## config.mk

```make
export PLATFORM = sky130hd
export DESIGN_NAME = pp_ep_status
export DESIGN_NICKNAME = d
export VERILOG_FILES = /design/src/rtl/pp_ep_pkg.sv /design/src/rtl/pp_layer_pair.sv /design/src/rtl/pp_stat_regif.sv /design/src/rtl/pp_ep_status.sv
export SDC_FILE = /design/constraint.sdc
export NUM_CORES = 1
export LEC_CHECK = 0
export BUFFER_PORTS_ARGS = -buffer_cell sky130_fd_sc_hd__buf_4
export CAP_MARGIN = 20
export CORE_MARGIN = 2
export CORE_UTILIZATION = 36
export CTS_CLUSTER_DIAMETER = 60
export DETAILED_ROUTE_END_ITERATION = 10
export GPL_ROUTABILITY_DRIVEN = 0
export PLACE_DENSITY = 0.72
export SETUP_SLACK_MARGIN = 0.4
export SLEW_MARGIN = 20
export SYNTH_ARGS = -nofsm -noshare
export SYNTH_HDL_FRONTEND = slang
export SYNTH_SLANG_ARGS = --single-unit
```

## constraint.sdc

```tcl
create_clock -name clk -period 1 [get_ports clk]
set_input_delay 0.2 -clock clk [delete_from_list [all_inputs] [get_ports clk]]
set_output_delay 0.2 -clock clk [all_outputs]
set_load 0.05 [all_outputs]
```

## src/rtl/pp_ep_pkg.sv

```systemverilog
package pp_ep_pkg;

    localparam int unsigned LAYERS = 2;

    // State of one pair of buffer layers: ready flags plus the
    // producer-side and consumer-side layer pointers (0 = A, 1 = B).
    typedef struct packed {
        logic [LAYERS-1:0] rdy;
        logic              fill_ptr;
        logic              drain_ptr;
    } pp_pair_t;

endpackage

```

## src/rtl/pp_layer_pair.sv

```systemverilog
module pp_layer_pair
    import pp_ep_pkg::*;
(
    input  logic              clk,
    input  logic              rst_n,
    input  logic              clr,
    input  logic              fill,
    input  logic              drain,
    output logic [LAYERS-1:0] rdy,
    output logic              fill_ptr,
    output logic              drain_ptr,
    output logic              any_rdy,
    output logic              all_rdy
);

    pp_pair_t st_d, st_q;

    always_comb begin
        st_d = st_q;
        // Producer fills only an empty layer, consumer drains only a full
        // one, so both can never act on the same layer in one cycle.
        if (fill && !st_q.rdy[st_q.fill_ptr]) begin
            st_d.rdy[st_q.fill_ptr] = 1'b1;
            st_d.fill_ptr           = ~st_q.fill_ptr;
        end
        if (drain && st_q.rdy[st_q.drain_ptr]) begin
            st_d.rdy[st_q.drain_ptr] = 1'b0;
            st_d.drain_ptr           = ~st_q.drain_ptr;
        end
        if (clr) begin
            st_d = '0;
        end
    end

    always_ff @(posedge clk or negedge rst_n) begin
        if (!rst_n) begin
            st_q <= '0;
        end else begin
            st_q <= st_d;
        end
    end

    assign rdy       = st_q.rdy;
    assign fill_ptr  = st_q.fill_ptr;
    assign drain_ptr = st_q.drain_ptr;
    assign any_rdy   = |st_q.rdy;
    assign all_rdy   = &st_q.rdy;

endmodule

```

## src/rtl/pp_stat_regif.sv

```systemverilog
module pp_stat_regif #(
    parameter int unsigned STAT_W = 8,
    parameter int unsigned RX_BIT = 0,
    parameter int unsigned TX_BIT = 1
) (
    input  logic              en,
    input  logic              wr,
    input  logic [STAT_W-1:0] wdata,
    input  logic              rx_any,
    input  logic              tx_any,
    output logic              rx_release,
    output logic              tx_arm,
    output logic [STAT_W-1:0] rdata
);

    logic unused_wbits;

    always_comb begin
        rdata         = '0;
        rdata[RX_BIT] = en & rx_any;
        rdata[TX_BIT] = en & tx_any;
    end

    assign rx_release   = en & wr & wdata[RX_BIT];
    assign tx_arm       = en & wr & wdata[TX_BIT];
    assign unused_wbits = ^wdata;

endmodule

```

## src/rtl/pp_ep_status.sv

```systemverilog
module pp_ep_status
    import pp_ep_pkg::*;
#(
    parameter int unsigned STAT_W = 8,
    parameter int unsigned RX_BIT = 0,
    parameter int unsigned TX_BIT = 1
) (
    input  logic              clk,
    input  logic              rst_n,
    input  logic              bus_reset,
    input  logic              ep_en,
    input  logic              reg_wr,
    input  logic [STAT_W-1:0] reg_wdata,
    output logic [STAT_W-1:0] reg_rdata,
    input  logic              rx_done,
    input  logic              rx_ok,
    input  logic              tx_done,
    input  logic              tx_acked,
    output logic              out_nak,
    output logic              in_nak,
    output logic              rx_usb_layer,
    output logic              rx_mcu_layer,
    output logic              tx_usb_layer,
    output logic              tx_mcu_layer
);

    logic              clr;
    logic              rx_release, tx_arm;
    logic              rx_any, rx_all, tx_any, tx_all;
    logic [LAYERS-1:0] rx_rdy, tx_rdy;

    assign clr = bus_reset | ~ep_en;

    pp_stat_regif #(
        .STAT_W (STAT_W),
        .RX_BIT (RX_BIT),
        .TX_BIT (TX_BIT)
    ) i_regif (
        .en         (ep_en),
        .wr         (reg_wr),
        .wdata      (reg_wdata),
        .rx_any     (rx_any),
        .tx_any     (tx_any),
        .rx_release (rx_release),
        .tx_arm     (tx_arm),
        .rdata      (reg_rdata)
    );

    // Receive: the serial engine produces, the processor consumes.
    pp_layer_pair i_rx_pair (
        .clk       (clk),
        .rst_n     (rst_n),
        .clr       (clr),
        .fill      (ep_en & rx_done & rx_ok),
        .drain     (rx_release),
        .rdy       (rx_rdy),
        .fill_ptr  (rx_usb_layer),
        .drain_ptr (rx_mcu_layer),
        .any_rdy   (rx_any),
        .all_rdy   (rx_all)
    );

    // Transmit: the processor produces, the serial engine consumes.
    pp_layer_pair i_tx_pair (
        .clk       (clk),
        .rst_n     (rst_n),
        .clr       (clr),
        .fill      (tx_arm),
        .drain     (ep_en & tx_done & tx_acked),
        .rdy       (tx_rdy),
        .fill_ptr  (tx_mcu_layer),
        .drain_ptr (tx_usb_layer),
        .any_rdy   (tx_any),
        .all_rdy   (tx_all)
    );

    logic unused_tx_all;
    assign unused_tx_all = tx_all;

    assign out_nak = ~ep_en | rx_all;
    assign in_nak  = ~ep_en | ~tx_any;

endmodule

```

== Word-level counts from Yosys, hierarchy flattened ==
Index checks and enable logic that the tools add are counted.

* $add $sub $neg: 0
* Multiply operators: 0
* Div/mod/pow operators: 0
* Order comparisons: 8
* Equality and inequality tests: 0
* Shift-type cells: 0
* Muxes and demuxes: 24
* Bitwise logic cells: 24
* Reductions and logical operators: 17

{| class="wikitable"
|+ Operators with widths
! kind !! count
|-
| $mux W1 || 14
|-
| $and A1 B1 Y1 || 9
|-
| $logic_and A1 B1 Y1 || 8
|-
| $lt A1 B2 Y1 const B || 4
|-
| $mux W4 || 2
|-
| $reduce_bool A2 Y1 || 4
|-
| $mux W3 || 2
|-
| $not A1 Y1 || 6
|-
| $and A2 B2 Y2 || 2
|-
| $demux W1 S1 || 4
|-
| $ge A1 B1 Y1 const B || 4
|-
| $mux W2 || 2
|-
| $not A2 Y2 || 2
|-
| $or A2 B2 Y2 || 2
|-
| $reduce_or A2 Y1 || 2
|-
| $or A1 B1 Y1 || 3
|-
| $logic_not A1 Y1 || 2
|-
| $reduce_and A2 Y1 || 1
|}

* Register bits after elaboration: 8
* Latch bits: 0
* Memory bits (writable): 0
* ROM bits: 0
* Output and inout bits: 14
* Word-level logic and storage cells: 79
* Memories kept: 0

== Logic depth before layout (Yosys ltp) ==
Gate-level depths: netlist of the first run.

* Word-level depth: 9
* Depth in mapped cells: 4

== Hierarchy ==
Synthesis of the first run repeated with hierarchy kept, for this count alone.

* Cells, all modules: 52
* Area total of the unflattened synthesis: 508.0 um^2

{| class="wikitable"
|+ By module, submodules not included
! module !! times used !! cells each !! area each (um^2)
|-
| pp_layer_pair at i_rx_pair || 1 || 18 || 206.4
|-
| pp_layer_pair at i_tx_pair || 1 || 18 || 197.7
|-
| pp_stat_regif || 1 || 11 || 75.1
|-
| pp_ep_status || 1 || 5 || 28.8
|}

== Least setup slack after synthesis of the first run ==
OpenSTA, ideal clock, no wires.

* Path type: register to output
* From: register i_tx_pair.st_q, in the netlist i_tx_pair.rdy[1]
* To: output reg_rdata[1]
* Data arrival time: 2.121 ns
* Required time: 0.800 ns
* Path slack: -1.321 ns
* Stages on the path, launching flop included: 3
* Path buffers: 0
* Path through: dfrtp_1 o21ai_0 inv_1

* Cells in the longest elaborated chain, start to end: 2

{| class="wikitable"
|+ RTL lines
! element !! RTL line !! RTL
|-
| from (decl) || pp_layer_pair.sv:16 || <nowiki>pp_pair_t st_d, st_q;</nowiki>
|-
| from (signal assigned) || pp_layer_pair.sv:39 || <nowiki>st_q <= st_d;</nowiki>
|-
| $reduce_or A2 Y1 || pp_layer_pair.sv:46 || <nowiki>assign any_rdy = |st_q.rdy;</nowiki>
|-
| $and A1 B1 Y1 || pp_stat_regif.sv:21 || <nowiki>rdata[TX_BIT] = en & tx_any;</nowiki>
|-
| to (decl) || pp_ep_status.sv:14 || <nowiki>output logic [STAT_W-1:0] reg_rdata,</nowiki>
|}

Every way passes these cells.

== Final worst setup path of the first run ==
* From: register i_tx_pair.st_q, in the netlist i_tx_pair.rdy[1]
* To: output in_nak

* Cells in the longest elaborated chain, start to end: 3

{| class="wikitable"
|+ RTL lines
! element !! RTL line !! RTL
|-
| $reduce_or A2 Y1 || pp_layer_pair.sv:46 ||
|-
| $not A1 Y1 || pp_ep_status.sv:81 || <nowiki>assign in_nak = ~ep_en | ~tx_any;</nowiki>
|-
| $or A1 B1 Y1 || pp_ep_status.sv:81 ||
|-
| to (decl) || pp_ep_status.sv:20 || <nowiki>output logic in_nak,</nowiki>
|}

Every way passes these cells.

==> impl_metrics.yaml, run 1 <==
run_status:
  status: "complete, but fails checks"
  violations: "setup timing"
worst_setup_path:
  crit_fanout: 2
  path_cells: "o21ai_4, buf_4"
  worst_ep_required_time_ns: 0.80
  cp-start-kind: "flop"
  timing.rr.end: "i_tx_pair.rdy[1]"
  crit_cells: 2
  worst_setup_path_end_kind: "output pin"
  reg2reg_from: "i_tx_pair.rdy[1]"
  endpoint: "in_nak"
  worst_path_max_delay_cell: "dfrtp_1"
  startpoint: "i_tx_pair.rdy[1]"
  reg2reg_depth: 5
  cpPeakStageDelay_ns: 0.41
  critical_path_class: "reg -> out"
  cp_top_family: "flip-flops"
  worstPathArrival_ns: 1.06
  reg2reg_setup_slack_ns: -0.15
  crit_buf_inv: 1
timing:
  fmax_ghz: 0.795
  finalCritPeriodShare_pct: 126
  rsz0062_at_grt: "true"
  tns_ns: -1.49
  finalSetupViolCount: 12
  hold_viol_final: 0
  fin_ws_ns: -0.258
  fin_skew_ns: 0.00506
  fin_crit_ns: 1.26
  slew_violations: 0
  hold-worst-slack_ns: 0.260
floorplanning:
  initial_core_util_pct: 38.2
  die_y_um: 40.9
  io_pins: 31
  rows: 13
  chipWidth_um: 40.9
  fp.coreArea_um2: 1280
  dieArea_um2: 1670
synthesis:
  synth_seq_cells: 8
  yosys_warnings: 0
  syn_area_per_cell_um2: 9.25
  yosysUniqueCellTypes: 25
  netlist_instances: 53
  seq_area_frac_synth_pct: 40.8
  syn-cell-area_um2: 490
grt:
  grt_pass1_wl_um: 2100
  grt_overflow: 0
  antenna_found_initial: 0
  grt.total_usage_pct: 19.8
  grt_pass1_vias: 481
  grt_max_degree: 9
layout:
  area_delta_synth_final_pct: 77.3
  final_util_pct: 67.7
  multiInputGateArea_um2: 328
  register_area_um2: 205
  antennaDiodeCount: 0
  fillers: 104
  drive_gt1_share_pct: 66.7
  finalNetCount: 103
power_and_ir_drop:
  p_total_mw: 0.790
  irDropWorstVdd_mv: 0.728
  power_leakage_nw: 0.393
  power.density_nw_per_um2: 909
routing:
  drt_pass1_iterations: 3
  finalWirelength_um: 1380
  num_vias: 512
  wl_per_cell_um: 13.9
  initialDrtViolationCount: 4
  drc: 0
  vias_per_cell: 5.17
  ant_nets: 0
cts:
  clk_latency_ns: 0.26
  cts.sinks: 8
  clk_pin_slew_worst_paths_ns: 0.05
  cts-htree-levels: 1
  clockRootBuffer: "clkbuf_4"
  cts_tree: "built"
  cts_made_buffers: 3
  cts_buffer_depth: 2
placement:
  post-place-ws_ns: -0.0386
  place_hpwl_um: 916
  portBuffers: 18
worst_hold_path:
  whs_path_depth: 3
  hold_path_class: "in -> reg"
flow_run:
  cap_violations: 0
## kinds of logic (layout without fill, tap and decap cells)
| logic type | after synthesis | after routing | synth area share (%) |
|---|---|---|---|
| AO/OA/AOI/OAI | 14 | 14 | 19.4 |
| flip-flops | 8 | 8 | 40.8 |
| buffers and inverters | 9 | 35 | 13.0 |
| AND/OR/NAND/NOR | 21 | 21 | 26.0 |
| other | 1 | 6 | 0.765 |
## synth_stat cells
| library cell | number | share of area, % |
|---|---|---|
| nor2_1 | 3 | 2.3 |
| o21a_1 | 1 | 1.5 |
| inv_1 | 1 | 0.76 |
| clkbuf_1 | 1 | 0.76 |
| buf_4 | 6 | 9.2 |
| nand3_4 | 1 | 3.6 |
| o21ba_2 | 2 | 4.1 |
| a21boi_0 | 1 | 1.5 |
| or3_1 | 1 | 1.3 |
| and4b_1 | 1 | 2.0 |
| nor3_1 | 3 | 3.1 |
| nand2_1 | 4 | 3.1 |
| a21oi_1 | 3 | 3.1 |
| nand4_1 | 2 | 2.6 |
| or2b_1 | 1 | 1.5 |
| a41oi_1 | 2 | 3.6 |
| conb_1 | 1 | 0.76 |
| o21ai_0 | 4 | 4.1 |
| buf_6 | 1 | 2.3 |
| and3_2 | 1 | 1.5 |
| a22oi_1 | 1 | 1.5 |
| and3b_1 | 1 | 1.8 |
| dfrtp_1 | 8 | 41 |
| nand3_1 | 2 | 2.0 |
| and3_1 | 1 | 1.3 |
## cell usage in the layout (no fill, tap or decap), drive strengths merged
cell type,count
buf,30
dfrtp,8
conb,6
nand2,4
o21ai,4
clkbuf,3
nand3,3
a21oi,3
nor3,3
nor2,3
nand4,2
o21ba,2
a41oi,2
and3,2
or2b,1
and3b,1
o21a,1
inv,1
and4b,1
a22oi,1
a21boi,1
or3,1
dlygate4sd3,1
## tightest hold or removal path, stage by stage
cell	delay (ns)
buf_4	0.12
nand3_1	0.10
a21oi_2	0.06
## per-layer routing
metal | part of all wire, % | vias to the layer above | track usage [%]
met5 | 0 | - | 0
met4 | 1.2 | 0 | 7.50
met3 | 6.3 | 2 | 3.80
met2 | 53 | 18 | 35.9
met1 | 39 | 249 | 22.5
li1 | - | 243 | -
## power by group
group / total [mW] / switching (mW) / internal [mW]
Sequential: 0.334 / 0.00503 / 0.329
Combinational: 0.210 / 0.133 / 0.0762
Clock: 0.247 / 0.110 / 0.137
Total: 0.790 / 0.248 / 0.542
## flip-flops by register name, indices dropped and copies added (netlist names)
| name | cells |
|---|---|
| i_rx_pair.rdy | 2 |
| i_tx_pair.rdy | 2 |
| i_rx_pair.drain_ptr | 1 |
| i_rx_pair.fill_ptr | 1 |
| i_tx_pair.fill_ptr | 1 |
| i_tx_pair.drain_ptr | 1 |
## area by class of cell
class                   instances  share of cell area, %
well taps                      15                   2.16
inverters                       1                  0.432
multi-input cells              41                   37.7
clock buffers                   3                   2.59
flip-flops and latches          8                   23.6
repair buffers                 31                   33.5
## worst min path at each step
stage | endpoint | slack (ns) | start
finish | i_rx_pair.fill_ptr | 0.26 | rx_ok
global route | i_rx_pair.fill_ptr | 0.28 | rx_ok
CTS | i_rx_pair.fill_ptr | 0.24 | rx_done
detailed placement | i_tx_pair.rdy[0] | 0.02 | rst_n
global placement | i_tx_pair.rdy[0] | 0.02 | rst_n
floorplan | i_rx_pair.drain_ptr | -0.1 | rst_n
## through the flow
step,instance area [um^2],cells
after floorplan,553,58
after global placement,684,88
after detailed placement,684,88
after CTS,827,97
after global routing,870,99
final,870,99
## repair_timing
item	CTS	global route
endpoints found under the setup margin	16	16
pin swaps	8	3
setup buffers	5	2
hold buffers	1	0
hold endpoints to repair	8	0
cloned	0	0
gates resized for setup	21	8
(Power assumes the default switching activity.)
==> run 2: changes to the inputs <==
--- a/config.mk
+++ b/config.mk
@@ -17,4 +17,5 @@
 export SLEW_MARGIN = 20
 export SYNTH_ARGS = -nofsm -noshare
 export SYNTH_HDL_FRONTEND = slang
+export SYNTH_HIERARCHICAL = 1
 export SYNTH_SLANG_ARGS = --single-unit
==> impl_metrics.yaml, run 2 <==
run_status:
  status: "complete, but fails checks"
  violations: "setup timing"
synthesis:
  yosys_warnings: 6
  netlist_instances: 51
  syn_area_per_cell_um2: 9.81
  syn-cell-area_um2: 500
flow_run:
  cap_violations: 0
layout:
  antennaDiodeCount: 0
  drive_gt1_share_pct: 68.5
  final_util_pct: 74.0
  finalNetCount: 111
  final_cell_area_um2: 963
  area_delta_synth_final_pct: 92.5
  fin_cells: 107
  layout_commonest_cell: "buf_4"
  final_cell_mix: "22 x buf_4, 12 x buf_6, 6 x conb_1"
  fillers: 90
grt:
  grt_pass1_wl_um: 1820
  grt_overflow: 0
  grt_max_degree: 9
  grt.total_usage_pct: 17.3
  grt_pass1_vias: 433
  antenna_found_initial: 0
worst_setup_path:
  path_cells: "or2_4, and2_4, buf_6"
  worstPathArrival_ns: 1.19
  cp_top_family: "simple AND/OR/NAND/NOR gates"
  crit_fanout: 2
  cp-start-kind: "flop"
  worst_ep_required_time_ns: 0.80
  crit_buf_inv: 1
  worst_setup_path_end_kind: "output pin"
  worst_path_max_delay_cell: "dfrtp_1"
  cpPeakStageDelay_ns: 0.37
  critical_path_class: "reg -> out"
timing:
  fmax_ghz: 0.718
  slew_violations: 0
  hold_viol_final: 0
  fin_crit_ns: 1.39
  finalCritPeriodShare_pct: 139
  fin_skew_ns: 0.000254
  finalSetupViolCount: 12
  hold-worst-slack_ns: 0.324
  rsz0062_at_grt: "true"
  fin_ws_ns: -0.394
floorplanning:
  dieArea_um2: 1700
  fp.coreArea_um2: 1300
  initial_core_util_pct: 38.5
  die_y_um: 41.3
  io_pins: 31
  rows: 13
  chipWidth_um: 41.3
routing:
  finalWirelength_um: 1420
  num_vias: 522
  initialDrtViolationCount: 6
  drt_pass1_iterations: 4
  ant_nets: 0
  drc: 0
  wl_per_cell_um: 13.3
  vias_per_cell: 4.88
worst_hold_path:
  hold_path_class: "in -> async"
placement:
  dp_cells: 95
  place_hpwl_um: 859
  placed_area_um2: 757
  portBuffers: 18
cts:
  cts-htree-levels: 1
  cts.sinks: 8
  cts_tree: "built"
  cts_buffer_depth: 2
  clk_pin_slew_worst_paths_ns: 0.06
  cts_made_buffers: 3
  clockRootBuffer: "clkbuf_4"
  clk_latency_ns: 0.25
power_and_ir_drop:
  power.density_nw_per_um2: 826
  irDropWorstVdd_mv: 0.933
  power_leakage_nw: 0.467
run 2: worst reg2reg max path, stage by stage (launching register included):
cell	delay [ns]
dfrtp_1	0.43
buf_6	0.13
or4b_4	0.50
o21ai_2	0.07
run 2: layer usage:
metal  global-route usage (%)  part of all wire (%)
met1                     19.8                    41
met5                        0                     0
met2                     30.1                    52
met4                     8.87                   1.8
met3                     3.26                   4.4
run 2: final cells by class:
cell class	instances	area (um^2)	area share, %
Timing Repair Buffer	39	370	38.4
Multi-Input combinational cell	42	347	36.0
Sequential cell	8	205	21.3
Clock buffer	3	22.5	2.34
Tap cell	15	18.8	1.95
run 2: final timing paths:
kind	startpoint	end	slack, ns	cells after the start
max	i_tx_pair/rdy[0]	reg_rdata[1]	-0.39	3
min	rst_n	i_tx_pair/drain_ptr	0.32	2
max reg2reg	i_rx_pair/rdy[0]	i_rx_pair/fill_ptr	-0.20	3
min reg2reg	i_rx_pair/fill_ptr	i_rx_pair/fill_ptr	0.58	2
max in group asynchronous	rst_n	i_rx_pair/drain_ptr	0.52	2
min in group clk	tx_done	i_tx_pair/rdy[1]	0.40	3
run 2: repair_timing:
item / 4_1_cts / 5_1_grt
pin swaps: 5 / 5
setup endpoints to repair: 16 / 16
buffers inserted: 6 / 2
gates resized for setup: 21 / 10
endpoints found under the hold margin: 8 / 0
hold buffers: 1 / 0
run 2: where the power goes:
group | leakage (nW) | internal [mW] | total, mW | switching (mW)
Clock | 0.0138 | 0.138 | 0.249 | 0.112
Combinational | 0.349 | 0.0893 | 0.215 | 0.126
Sequential | 0.105 | 0.328 | 0.332 | 0.00370
Total | 0.467 | 0.555 | 0.796 | 0.241
run 2: per-stage QoR:
| step | setup slack (ns) | total power [mW] | TNS [ns] |
|---|---|---|---|
| final | -0.394 | 0.796 | -2.41 |
| after floorplan | -0.192 | 0.457 | -0.777 |
| after global placement | -0.202 | 0.517 | -1.35 |
| after global routing | -0.424 | 0.844 | -2.84 |
| after CTS | -0.392 | 0.781 | -2.09 |
| after detailed placement | -0.207 | 0.519 | -1.46 |
